===== config.mk =====
export PLATFORM = sky130hd
export DESIGN_NAME = cnv_clk_prescaler
export DESIGN_NICKNAME = d
export VERILOG_FILES = /design/src/rtl/cnv_pre_pkg.sv /design/src/rtl/cnv_rst_sync.sv /design/src/rtl/cnv_ctrl_reg.sv /design/src/rtl/cnv_src_sel.sv /design/src/rtl/cnv_divider.sv /design/src/rtl/cnv_clk_prescaler.sv
export SDC_FILE = /design/constraint.sdc
export NUM_CORES = 1
export LEC_CHECK = 0
export BUFFER_PORTS_ARGS = -buffer_cell sky130_fd_sc_hd__buf_2
export CAP_MARGIN = 30
export CELL_PAD_IN_SITES_DETAIL_PLACEMENT = 1
export CELL_PAD_IN_SITES_GLOBAL_PLACEMENT = 1
export CORE_MARGIN = 2
export CORE_UTILIZATION = 33
export DETAILED_ROUTE_END_ITERATION = 7
export PLACE_DENSITY = 0.77
export REMOVE_ABC_BUFFERS = 1
export SYNTH_ARGS = -nofsm -noshare
export SYNTH_HDL_FRONTEND = slang
export SYNTH_HIERARCHICAL = 1
export SYNTH_SLANG_ARGS = --single-unit
export TNS_END_PERCENT = 20

===== constraint.sdc =====
create_clock -name clk -period 0.8 [get_ports clk]
set_input_delay 0.16 -clock clk [delete_from_list [all_inputs] [get_ports clk]]
set_output_delay 0.16 -clock clk [all_outputs]
set_load 0.05 [all_outputs]

===== src/rtl/cnv_pre_pkg.sv =====
package cnv_pre_pkg;

  // Register byte geometry
  localparam int REG_W     = 8;
  localparam int PRE_W     = 3;
  localparam int PRE_LSB   = 5;
  localparam int SEL_BIT   = 4;

  // Largest power-of-two exponent; higher codes saturate here
  localparam int MAX_SHIFT = 4;
  localparam int CNT_W     = MAX_SHIFT;

  // Mask of bits that are implemented in the register byte
  localparam logic [REG_W-1:0] IMPL_MASK =
    REG_W'(((1 << PRE_W) - 1) << PRE_LSB) | REG_W'(1 << SEL_BIT);

  typedef struct packed {
    logic [PRE_W-1:0] pre;
    logic             use_bus;
  } cfg_t;

  // Terminal count for a divide code: 2^min(code, MAX_SHIFT) - 1
  function automatic logic [CNT_W-1:0] div_limit(input logic [PRE_W-1:0] code);
    int shift;
    int lim;
    shift = (int'(code) > MAX_SHIFT) ? MAX_SHIFT : int'(code);
    lim   = (1 << shift) - 1;
    return CNT_W'(lim);
  endfunction

endpackage


===== src/rtl/cnv_rst_sync.sv =====
module cnv_rst_sync #(
  parameter int STAGES = 2
) (
  input  logic clk,
  input  logic rst_n,
  output logic rst_sync_n
);

  logic [STAGES-1:0] sync_q;
  logic [STAGES-1:0] sync_d;

  always_comb begin
    sync_d = {sync_q[STAGES-2:0], 1'b1};
  end

  always_ff @(posedge clk or negedge rst_n) begin
    if (!rst_n) begin
      sync_q <= '0;
    end else begin
      sync_q <= sync_d;
    end
  end

  assign rst_sync_n = sync_q[STAGES-1];

endmodule


===== src/rtl/cnv_ctrl_reg.sv =====
module cnv_ctrl_reg
  import cnv_pre_pkg::*;
(
  input  logic             clk,
  input  logic             rst_n,
  input  logic             wr_en,
  input  logic [REG_W-1:0] wr_data,
  output cfg_t             cfg_o,
  output logic             cfg_chg_o,
  output logic [REG_W-1:0] rd_data_o
);

  logic [REG_W-1:0] reg_q;
  logic [REG_W-1:0] reg_d;
  logic [REG_W-1:0] wr_masked;
  logic             reg_en;

  // Only implemented bits are ever stored
  always_comb begin
    wr_masked = wr_data & IMPL_MASK;
    reg_en    = wr_en;
    reg_d     = reg_q;
    if (reg_en) begin
      reg_d = wr_masked;
    end
    cfg_chg_o = wr_en && (wr_masked != reg_q);
  end

  always_ff @(posedge clk or negedge rst_n) begin
    if (!rst_n) begin
      reg_q <= '0;
    end else if (reg_en) begin
      reg_q <= reg_d;
    end
  end

  // Field extraction for the datapath
  always_comb begin
    cfg_o.pre     = reg_q[PRE_LSB +: PRE_W];
    cfg_o.use_bus = reg_q[SEL_BIT];
  end

  // Readback: implemented bits from storage, others tied low
  for (genvar b = 0; b < REG_W; b++) begin : g_rd
    if (IMPL_MASK[b]) begin : g_impl
      assign rd_data_o[b] = reg_q[b];
    end else begin : g_tie
      assign rd_data_o[b] = 1'b0;
    end
  end


  reg_load_chk: assert property (@(posedge clk) disable iff (!rst_n)
    wr_en |=> (reg_q == ($past(wr_data) & IMPL_MASK)));


  reg_hold_chk: assert property (@(posedge clk) disable iff (!rst_n)
    !wr_en |=> $stable(reg_q));

endmodule


===== src/rtl/cnv_src_sel.sv =====
module cnv_src_sel (
  input  logic use_bus_i,
  input  logic bus_tick_i,
  input  logic osc_tick_i,
  output logic tick_o
);

  // Source selection acts as a gate on the tick strobes, not a clock mux
  always_comb begin
    if (use_bus_i) begin
      tick_o = bus_tick_i;
    end else begin
      tick_o = osc_tick_i;
    end
  end

endmodule


===== src/rtl/cnv_divider.sv =====
module cnv_divider
  import cnv_pre_pkg::*;
(
  input  logic             clk,
  input  logic             rst_n,
  input  logic             tick_i,
  input  logic             clr_i,
  input  logic [CNT_W-1:0] limit_i,
  output logic             ce_o
);

  logic [CNT_W-1:0] cnt_q;
  logic [CNT_W-1:0] cnt_d;
  logic             ce_q;
  logic             ce_d;
  logic             at_end;

  always_comb begin
    at_end = (cnt_q >= limit_i);
    cnt_d  = cnt_q;
    ce_d   = 1'b0;
    if (clr_i) begin
      cnt_d = '0;
    end else if (tick_i) begin
      if (at_end) begin
        cnt_d = '0;
        ce_d  = 1'b1;
      end else begin
        cnt_d = cnt_q + 1'b1;
      end
    end
  end

  always_ff @(posedge clk or negedge rst_n) begin
    if (!rst_n) begin
      cnt_q <= '0;
      ce_q  <= 1'b0;
    end else begin
      cnt_q <= cnt_d;
      ce_q  <= ce_d;
    end
  end

  assign ce_o = ce_q;


  clr_restart_chk: assert property (@(posedge clk) disable iff (!rst_n)
    clr_i |=> (cnt_q == '0) && !ce_o);


  ce_after_tick_chk: assert property (@(posedge clk) disable iff (!rst_n)
    ce_o |-> ($past(tick_i) && !$past(clr_i)));


  cnt_range_chk: assert property (@(posedge clk) disable iff (!rst_n)
    !clr_i |-> (cnt_q <= limit_i));


  cnt_idle_chk: assert property (@(posedge clk) disable iff (!rst_n)
    (!tick_i && !clr_i) |=> $stable(cnt_q) && !ce_o);

endmodule


===== src/rtl/cnv_clk_prescaler.sv =====
module cnv_clk_prescaler
  import cnv_pre_pkg::*;
(
  input  logic             clk,
  input  logic             rst_n,
  input  logic             bus_tick,
  input  logic             osc_tick,
  input  logic             wr_en,
  input  logic [REG_W-1:0] wr_data,
  output logic [REG_W-1:0] rd_data,
  output logic             conv_ce
);

  logic             rst_sync_n;
  cfg_t             cfg;
  logic             cfg_chg;
  logic             src_tick;
  logic [CNT_W-1:0] limit;

  cnv_rst_sync #(.STAGES(2)) i_rst_sync (
    .clk        (clk),
    .rst_n      (rst_n),
    .rst_sync_n (rst_sync_n)
  );

  cnv_ctrl_reg i_ctrl_reg (
    .clk       (clk),
    .rst_n     (rst_sync_n),
    .wr_en     (wr_en),
    .wr_data   (wr_data),
    .cfg_o     (cfg),
    .cfg_chg_o (cfg_chg),
    .rd_data_o (rd_data)
  );

  cnv_src_sel i_src_sel (
    .use_bus_i  (cfg.use_bus),
    .bus_tick_i (bus_tick),
    .osc_tick_i (osc_tick),
    .tick_o     (src_tick)
  );

  always_comb begin
    limit = div_limit(cfg.pre);
  end

  cnv_divider i_divider (
    .clk     (clk),
    .rst_n   (rst_sync_n),
    .tick_i  (src_tick),
    .clr_i   (cfg_chg),
    .limit_i (limit),
    .ce_o    (conv_ce)
  );


  ce_source_chk: assert property (@(posedge clk) disable iff (!rst_sync_n)
    conv_ce |-> ($past(rd_data[SEL_BIT]) ? $past(bus_tick) : $past(osc_tick)));


  div1_pass_chk: assert property (@(posedge clk) disable iff (!rst_sync_n)
    (!wr_en && rd_data[PRE_LSB +: PRE_W] == '0 &&
     (rd_data[SEL_BIT] ? bus_tick : osc_tick)) |=> conv_ce);


  low_bits_chk: assert property (@(posedge clk) disable iff (!rst_sync_n)
    wr_en |=> (rd_data == ($past(wr_data) & IMPL_MASK)));

endmodule


==> metrics.txt, run 1 <==
Area after DPL=between 800 and 900 µm²; Final HPWL DP=between 1000 and 1500 µm; clock power share=between 20% and 30%; first-pass GRT wire length=around 2600 µm; Final Hold Viols=0; Clock Root Buffer=clkbuf_4; Hold Path Depth=2; gr usage total=between 10 and 15%; CP max-delay cell=a2111oi_4; sequential-to-total area share from yosys stat=38.4%; vias in the first global route=just under 600; worst hold slack=approximately 0.13 ns; initial antenna violation count=0; Crit Reg-Reg Startpoint=i_ctrl_reg/reg_q[7]; total CTS buffers=3; Final Setup Violations=14; largest cells by area after synthesis=dfrtp_1, ha_1, buf_4, mux2_1, xor2_1; RSZ-0062 raised after global routing=yes; total power=1710 µW; crit path cell chain=or3_1, ha_1, nand2b_4, a2111oi_4, o211ai_1, a21oi_1; Max Cap Violations=0; async set-reset flop share out of synthesis=100%; Crit path max-delay family=compound AO/OA/AOI/OAI gates; leading area contributor after synthesis=dfrtp_1; maximum clock path buffer count=2; DRT Pass-1 Iters=4; Layout area overhead=33.5%; drt drc=0; H-tree depth=1; gate count after technology mapping=66; most frequent cell after synthesis=dfrtp_1; worst setup margin=-1.16 ns; number of synthesized register bits=11; CTS tree=built; Worst Hold Class=in2reg; Post-synth EDFFs=0; GPL Wtd Cong=roughly 0.7; First DRT Iteration DRCs=6; Period minus WS final=approximately 2.0 ns; Hold Path End=i_ctrl_reg/reg_q[7]; Congestion Overflow GR=0; clock skew=approximately 0.0027 ns; vias=559; synth unique cells=28; achievable frequency=roughly 0.51 GHz; Synth Cell Area=about 700 µm²; CP Max Fanout=5; ys flop type=dfrtp_1; Comb power frac=between 30% and 40%; largest net degree at the start of global routing=10; drt wl/cell=13.2 µm; Worst setup SP type=flip-flop; I/O Pins=22; Syn Area/Cell=about 11 µm²; Psw=589 µW; Clock Pin Slew Worst Setup and Hold Paths=0.07 ns; Reg power frac=37.0%; CP arrival=approximately 2.2 ns; Crit path largest cell delay=between 0.4 and 0.5 ns; crit path capture type=flip-flop; yosys warns=6; worst path required time=about 1.0 ns; FP Rows=16; Finished Cell Area=around 960 µm²; via-per-instance ratio=between 4 and 5; Horiz. Die Dim=50.6 µm; Pint=around 1100 µW; fraction of layout cells with a size suffix above 1=a little over 40%; PD cells=1790 mW/mm²; most instantiated cells after synthesis=dfrtp_1, buf_4, ha_1; RR Endpoint=i_divider/cnt_q[0]; Skew-Pair Late Insertion Delay=about 0.27 ns; max-slew violations=0; critical path class=reg2reg; ANT nets after route=0; post-synth top area share=between 30% and 40%; failing checks=setup timing; status=finished, violations left; Max VDD drop=approximately 0.95 mV; antenna diode count=0; PortBufs=13; die height=50.6 µm; Core Box Area=~0.002 mm²; Clock Sinks=11; wirelength, routed=~1600 µm; fin cells=between 100 and 150; hold_sp=wr_data[7]; Net Sw Frac=about a third; dpl cells=around 110; WP buf/inv=0; Lkg Pwr=approximately 0.00048 µW; die area=0.00256 mm²; Reg2Reg Setup Slack=-1.16 ns; Reg2Reg Depth=6; Tcrit/Tclk final=245%; nets@finish=110; Initial Util=35.8%; TNS Setup=-7.56 ns
[flip-flops by register name, summed over array words and instances, names as in the netlist]
register,cells
i_rst_sync/sync_q,2
i_divider/ce_o,1
i_divider/cnt_q,4
i_ctrl_reg/reg_q,4
[timing repair]
item / 4_1_cts / 5_1_grt
gates resized for setup: 17 / 1
pin swaps: 10 / 0
setup endpoints to repair: 14 / 14
hold endpoints to repair: 2 / 0
hold buffers: 1 / 0
setup buffers: 1 / 0
[metal layers]
metal | vias up | share of wire [%] | track usage (%)
li1 | 263 | - | -
met1 | 275 | 41 | 15.4
met2 | 16 | 52 | 25.7
met3 | 5 | 4.3 | 2.68
met4 | 0 | 2.8 | 9.46
met5 | - | 0 | 0
[how the worst max path moves through the flow]
stage | depth (start not counted) | slack, ns | startpoint | to
after floorplan | 6 | -1.39 | i_ctrl_reg/reg_q[7] | i_divider/cnt_q[1]
after global placement | 6 | -1.17 | i_ctrl_reg/reg_q[5] | i_divider/cnt_q[1]
after detailed placement | 6 | -1.24 | i_ctrl_reg/reg_q[5] | i_divider/cnt_q[2]
after CTS | 6 | -1.17 | i_ctrl_reg/reg_q[7] | i_divider/cnt_q[2]
after global routing | 6 | -1.26 | i_ctrl_reg/reg_q[7] | i_divider/cnt_q[2]
final | 6 | -1.16 | i_ctrl_reg/reg_q[7] | i_divider/cnt_q[0]
[layout by cell type (no fill, tap or decap), drive strengths merged]
cell	synthesis	final
inv	4	4
conb	2	5
dfrtp	11	11
o21a	1	1
xor2	4	4
o22ai	1	1
nand2b	5	5
nor3b	1	1
or2	1	1
a2111oi	1	1
buf	8	26
a21o	1	1
clkbuf	1	4
nand2	1	1
dlygate4sd3	0	1
ha	5	5
a21oi	4	4
nor4b	1	1
mux2	5	5
nor2	1	1
o211ai	2	2
o21ai	1	1
mux2i	1	1
nand3	1	1
or3	1	1
and2	1	1
o41a	1	1
[metrics by stage]
step	setup WS [ns]	util, %
after floorplan	-1.39	-
after global placement	-1.17	42.6
after detailed placement	-1.24	42.6
after CTS	-1.17	47.6
after global routing	-1.26	47.8
final	-1.16	47.8
[area by class of cell]
class	count	area (µm²)
Clock buffer	4	26.3
Tap cell	27	33.8
Timing Repair Buffer	27	215
Sequential cell	11	275
Fill cell	237	1040
Multi-Input combinational cell	45	392
Inverter	4	15.0
[power groups by stage]
stage          Combinational (µW)  Sequential, µW  Clock (µW)
2_1_floorplan                 299             738           0
3_3_place_gp                  577             643           0
3_5_place_dp                  599             646           0
4_1_cts                       683             637         413
5_1_grt                       734             641         445
6_report                      683             635         396
[cells by family (layout without fill, tap and decap cells)]
logic type	after synthesis	in the layout	synth area share, %
adders and majority gates	5	5	8.73
muxes	6	6	9.77
and+or+nand+nor	13	13	12.0
buffers and inverters	13	35	11.0
DFF	11	11	38.4
AOI/OAI and AO/OA	12	12	14.1
xor gates and xnor gates	4	4	4.89
other	2	5	1.05
No activity file was read; power rests on OpenSTA's default activity.
==> run 2: changes to the inputs <==
--- a/config.mk
+++ b/config.mk
@@ -15,4 +15,5 @@
 export PLACE_DENSITY = 0.77
 export REMOVE_ABC_BUFFERS = 1
+export SETUP_SLACK_MARGIN = 0.3
 export SYNTH_ARGS = -nofsm -noshare
 export SYNTH_HDL_FRONTEND = slang
==> constraint.sdc (replaced) <==
create_clock -name clk -period 0.8 [get_ports clk]
set_input_delay 0.24 -clock clk [delete_from_list [all_inputs] [get_ports clk]]
set_output_delay 0.24 -clock clk [all_outputs]
set_load 0.05 [all_outputs]
==> metrics.txt, run 2 (synthesized netlist as in run 1, its figures left out) <==
status=finished, violations left; failing checks=setup timing; worst hold slack=0.159 ns (+0.0244 ns); CP max-delay cell=a2111oi_4; Max VDD drop=0.948 mV (about the same); FP Rows=16 (unchanged); RSZ-0062 raised after global routing=yes; largest registers=i_ctrl_reg/reg_q (4), i_divider/cnt_q (4), i_rst_sync/sync_q (2); GPL Wtd Cong=0.708 (unchanged); H-tree depth=1 (unchanged); Final HPWL DP=1240 µm (unchanged); Worst setup SP type=flip-flop; Final Setup Violations=14 (unchanged); Finished Cell Area=957 µm² (unchanged); antenna diode count=0 (unchanged); Layout area overhead=33.5% (unchanged); critical path class=reg2reg; Core Box Area=0.00200 mm² (unchanged); vias in the first global route=581 (unchanged); First DRT Iteration DRCs=1 (-5); clock skew=0.00261 ns (-0.0000989 ns); max-slew violations=0 (unchanged); first-pass GRT wire length=2620 µm (unchanged); largest net degree at the start of global routing=10 (unchanged); Max Cap Violations=0 (unchanged); Skew-Pair Late Insertion Delay=0.27 ns (about the same); Clock Pin Slew Worst Setup and Hold Paths=0.07 ns (about the same); drt drc=0 (unchanged); total CTS buffers=3 (unchanged); DRT Pass-1 Iters=4 (unchanged); crit path capture type=flip-flop; Worst path depth=6 (unchanged); crit path cell chain=or3_1, ha_1, nand2b_4, a2111oi_4, o22ai_2, a21oi_1; Tcrit/Tclk final=245% (-0.65 points); wirelength, routed=1570 µm (+0.45%); Clock Sinks=11 (unchanged); die height=50.6 µm (unchanged); CTS tree=built; total power=1710 µW (about the same); gr usage total=14.4% (unchanged); CP arrival=2.16 ns (about the same); dpl cells=112 (unchanged); I/O Pins=22 (unchanged); Horiz. Die Dim=50.6 µm (unchanged); Lkg Pwr=0.000475 µW (unchanged); fraction of layout cells with a size suffix above 1=40.7% (unchanged); Period minus WS final=1.96 ns (-0.00523 ns); Worst Hold Class=reg2async; Reg2Reg Depth=6 (unchanged); PD cells=1790 mW/mm² (about the same); Area after DPL=853 µm² (unchanged); drt wl/cell=13.3 µm (+0.45%); Congestion Overflow GR=0 (unchanged); most frequent cells in the layout=buf_4, dfrtp_1, buf_2; achievable frequency=0.511 GHz (+0.27%); CP Max Fanout=5 (unchanged); die area=0.00256 mm² (unchanged); Clock Root Buffer=clkbuf_4; vias=563 (+0.72%); Crit path largest cell delay=0.42 ns (about the same); fin cells=118 (unchanged); nets@finish=110 (unchanged); Final Hold Viols=0 (unchanged); ANT nets after route=0 (unchanged); worst path required time=1.00 ns (about the same); WP buf/inv=0 (unchanged); Initial Util=35.8% (unchanged); via-per-instance ratio=4.77 (+0.72%); PortBufs=13 (unchanged); maximum clock path buffer count=2 (unchanged); worst setup margin=-1.16 ns (+0.00523 ns); initial antenna violation count=0 (unchanged); Crit path max-delay family=compound AO/OA/AOI/OAI gates
-- run 2: cell counts in the layout (fill, tap and decap cells not counted) --
No cell type changed its count.
-- run 2: layout make-up --
type / count / area (µm²)
inverter: 4 / 15.0
sequential: 11 / 275
clock buffer: 4 / 26.3
timing repair buffer: 27 / 215
multi-input combinational: 45 / 392
tap: 27 / 33.8
fill: 237 / 1040
-- run 2: final timing paths --
path                                      startpoint                  end  slack [ns]
worst max register to register   i_ctrl_reg/reg_q[7]   i_divider/cnt_q[3]       -1.16
worst min register to register  i_rst_sync/sync_q[1]   i_divider/cnt_q[0]        0.16
min in group clk                          wr_data[7]  i_ctrl_reg/reg_q[7]        0.21
worst max-delay path             i_ctrl_reg/reg_q[7]   i_divider/cnt_q[3]       -1.16
max in group asynchronous       i_rst_sync/sync_q[1]  i_ctrl_reg/reg_q[6]        0.36
worst min-delay path            i_rst_sync/sync_q[1]   i_divider/cnt_q[0]        0.16
-- run 2: report_power, final --
| part | total (µW) | internal, µW | switching [µW] |
|---|---|---|---|
| Sequential | 635 | 601 | 33.6 |
| Clock | 396 | 193 | 203 |
| Combinational | 683 | 331 | 352 |
| Total | 1710 | 1130 | 588 |
-- run 2: timing repair --
item,4_1_cts,5_1_grt
pin swaps,10,1
hold endpoints to repair,2,0
hold buffers,1,0
endpoints found under the setup margin,14,23
setup buffers,1,0
gates resized for setup,17,1
gates cloned,0,0
-- run 2: metrics by stage --
stage / setup WS (ns) / utilization, % / TNS, ns
3_5_place_dp: -1.24 / 42.6 / -7.07
2_1_floorplan: -1.39 / - / -8.25
5_1_grt: -1.25 / 47.8 / -8.73
6_report: -1.16 / 47.8 / -7.93
4_1_cts: -1.17 / 47.6 / -8.06
3_3_place_gp: -1.17 / 42.6 / -6.76
-- run 2: metal layers --
layer,GRT usage (%),vias up,wire length (µm)
met1,15.4,274,637
met5,0,-,0
met4,9.46,0,53
li1,-,264,-
met3,2.68,7,71
met2,25.7,18,808
==> run 3: changes to the inputs <==
==> constraint.sdc (replaced) <==
create_clock -name clk -period 0.8 [get_ports clk]
set_input_delay 0.24 -clock clk [delete_from_list [all_inputs] [get_ports clk]]
set_output_delay 0.24 -clock clk [all_outputs]
set_load 0.02 [all_outputs]
==> metrics.txt, run 3 (synthesized netlist as in run 1, its figures left out) <==
status=finished, violations left; failing checks=setup timing; CP arrival=2.20 ns (+0.04 ns); Clock Sinks=11 (unchanged); CP Max Fanout=4 (-1); Max Cap Violations=0 (unchanged); Final HPWL DP=1240 µm (unchanged); crit path cell chain=or3_1, ha_1, nand2b_4, a2111oi_4, buf_4, o22ai_4, a21oi_2; drt wl/cell=14.1 µm (+5.6%); FP Rows=16 (unchanged); maximum clock path buffer count=2 (unchanged); most frequent cells in the layout=buf_4, dfrtp_1, buf_2; Crit Reg-Reg Startpoint=i_ctrl_reg/reg_q[7]; dpl cells=112 (unchanged); Comb power frac=38.3% (-1.5 points); Lkg Pwr=0.000478 µW (+0.56%); Max VDD drop=0.947 mV (-0.11%); achievable frequency=0.501 GHz (-1.9%); DRT Pass-1 Iters=4 (unchanged); Skew-Pair Late Insertion Delay=0.28 ns (about the same); Psw=542 µW (-7.8%); critical path class=reg2reg; worst path required time=1.01 ns (about the same); first-pass GRT wire length=2630 µm (+0.23%); largest registers=i_ctrl_reg/reg_q (4), i_divider/cnt_q (4), i_rst_sync/sync_q (2); Congestion Overflow GR=0 (unchanged); Initial Util=35.8% (unchanged); Reg power frac=37.9% (+0.9 points); Clock Pin Slew Worst Setup and Hold Paths=0.07 ns (about the same); Horiz. Die Dim=50.6 µm (unchanged); Crit path max-delay family=compound AO/OA/AOI/OAI gates; max-slew violations=0 (unchanged); Clock Root Buffer=clkbuf_4; Reg2Reg Setup Slack=-1.19 ns (-0.04 ns); Final Setup Violations=14 (unchanged); Layout area overhead=34.7%; drt drc=0 (unchanged); worst setup margin=-1.19 ns (-0.0377 ns); H-tree depth=1 (unchanged); RSZ-0062 raised after global routing=yes; clock power share=23.8% (+0.7 points); vias in the first global route=565 (-2.8%); PortBufs=13 (unchanged); fillers=236 (-0.42%); Period minus WS final=1.99 ns (+0.0377 ns); via-per-instance ratio=4.91 (+2.9%); PD cells=1740 mW/mm² (-3.0%); Tcrit/Tclk final=249% (+4.7 points); Reg2Reg Depth=7 (+1); Net Sw Frac=32.3% (-2.0 points); Core Box Area=0.00200 mm² (unchanged); GPL Wtd Cong=0.708 (unchanged); crit path capture type=flip-flop; First DRT Iteration DRCs=13 (+12); fin cells=119 (+0.85%); total CTS buffers=3 (unchanged); die area=0.00256 mm² (unchanged); worst hold slack=0.119 ns (-0.0400 ns); wirelength, routed=1670 µm (+6.5%); largest net degree at the start of global routing=10 (unchanged); vias=584 (+3.7%); Pint=1130 µW (+0.85%); TNS Setup=-7.79 ns (+0.135 ns); area of the multi-input gates=405 µm² (+3.5%); gr usage total=14.6% (+0.19 points); clock skew=0.00292 ns (+0.000316 ns); die height=50.6 µm (unchanged); Final Hold Viols=0 (unchanged); I/O Pins=22 (unchanged); leading cell type in the layout, fill and taps excluded=buf_4; Reg area=277 µm² (+0.45%); antenna diode count=0 (unchanged); nets@finish=111 (+0.91%); initial antenna violation count=0 (unchanged); Crit path largest cell delay=0.37 ns (-0.05 ns); ANT nets after route=0 (unchanged); CP max-delay cell=dfrtp_1; RR Endpoint=i_divider/cnt_q[3]; Worst Hold Class=reg2async; fraction of layout cells with a size suffix above 1=44.6% (+3.9 points); WP buf/inv=1 (+1); CTS tree=built; Worst setup SP type=flip-flop
## run 3: cell count changes in the layout (fill, tap and decap cells not counted), sizes merged
cell,previous run,this run
buf,26,27
## run 3: worst max path at each step
stage                        start                  to  cells after the start
6_report       i_ctrl_reg/reg_q[7]  i_divider/cnt_q[3]                      7
3_5_place_dp   i_ctrl_reg/reg_q[5]  i_divider/cnt_q[2]                      6
3_3_place_gp   i_ctrl_reg/reg_q[5]  i_divider/cnt_q[1]                      6
2_1_floorplan  i_ctrl_reg/reg_q[5]  i_divider/cnt_q[1]                      6
5_1_grt        i_ctrl_reg/reg_q[7]  i_divider/cnt_q[3]                      7
4_1_cts        i_ctrl_reg/reg_q[7]  i_divider/cnt_q[2]                      6
## run 3: metrics by stage
step	cell area, µm²	utilization, %	setup WS, ns	total power (µW)
3_3_place_gp	853	42.6	-1.17	1140
2_1_floorplan	664	-	-1.24	962
5_1_grt	966	48.3	-1.26	1770
3_5_place_dp	853	42.6	-1.24	1170
4_1_cts	931	46.5	-1.17	1640
6_report	966	48.3	-1.19	1680
## run 3: final cells by class
type | count | area share (%)
multi-input combinational | 45 | 42.0
sequential | 11 | 28.6
timing repair buffer | 28 | 21.6
tap | 27 | 3.50
clock buffer | 4 | 2.72
inverter | 4 | 1.55
## run 3: layer usage
metal	vias to the layer above	track usage [%]	part of all wire (%)
li1	265	-	-
met4	0	9.46	2.6
met3	5	2.68	5.9
met5	-	0	0
met1	290	16.5	40
met2	24	25.0	51
## run 3: worst register-to-register path: stages (launching register included)
cell,delay (ns)
dfrtp_1,0.37
or3_1,0.37
ha_1,0.28
nand2b_4,0.15
a2111oi_4,0.36
buf_4,0.20
o22ai_4,0.07
a21oi_2,0.13
## run 3: power groups by stage
| stage | clock network [µW] | registers (µW) | logic, µW |
|---|---|---|---|
| finish | 400 | 635 | 642 |
| global route | 444 | 641 | 685 |
| CTS | 413 | 636 | 586 |
| detailed placement | 0 | 646 | 524 |
| global placement | 0 | 643 | 502 |
| floorplan | 0 | 688 | 274 |
## run 3: repair_timing
action / CTS / global route
gates resized for setup: 10 / 8
pin swaps: 10 / 2
buffers inserted: 1 / 1
endpoints found under the setup margin: 14 / 23
endpoints found under the hold margin: 2 / 0
hold buffers: 1 / 0
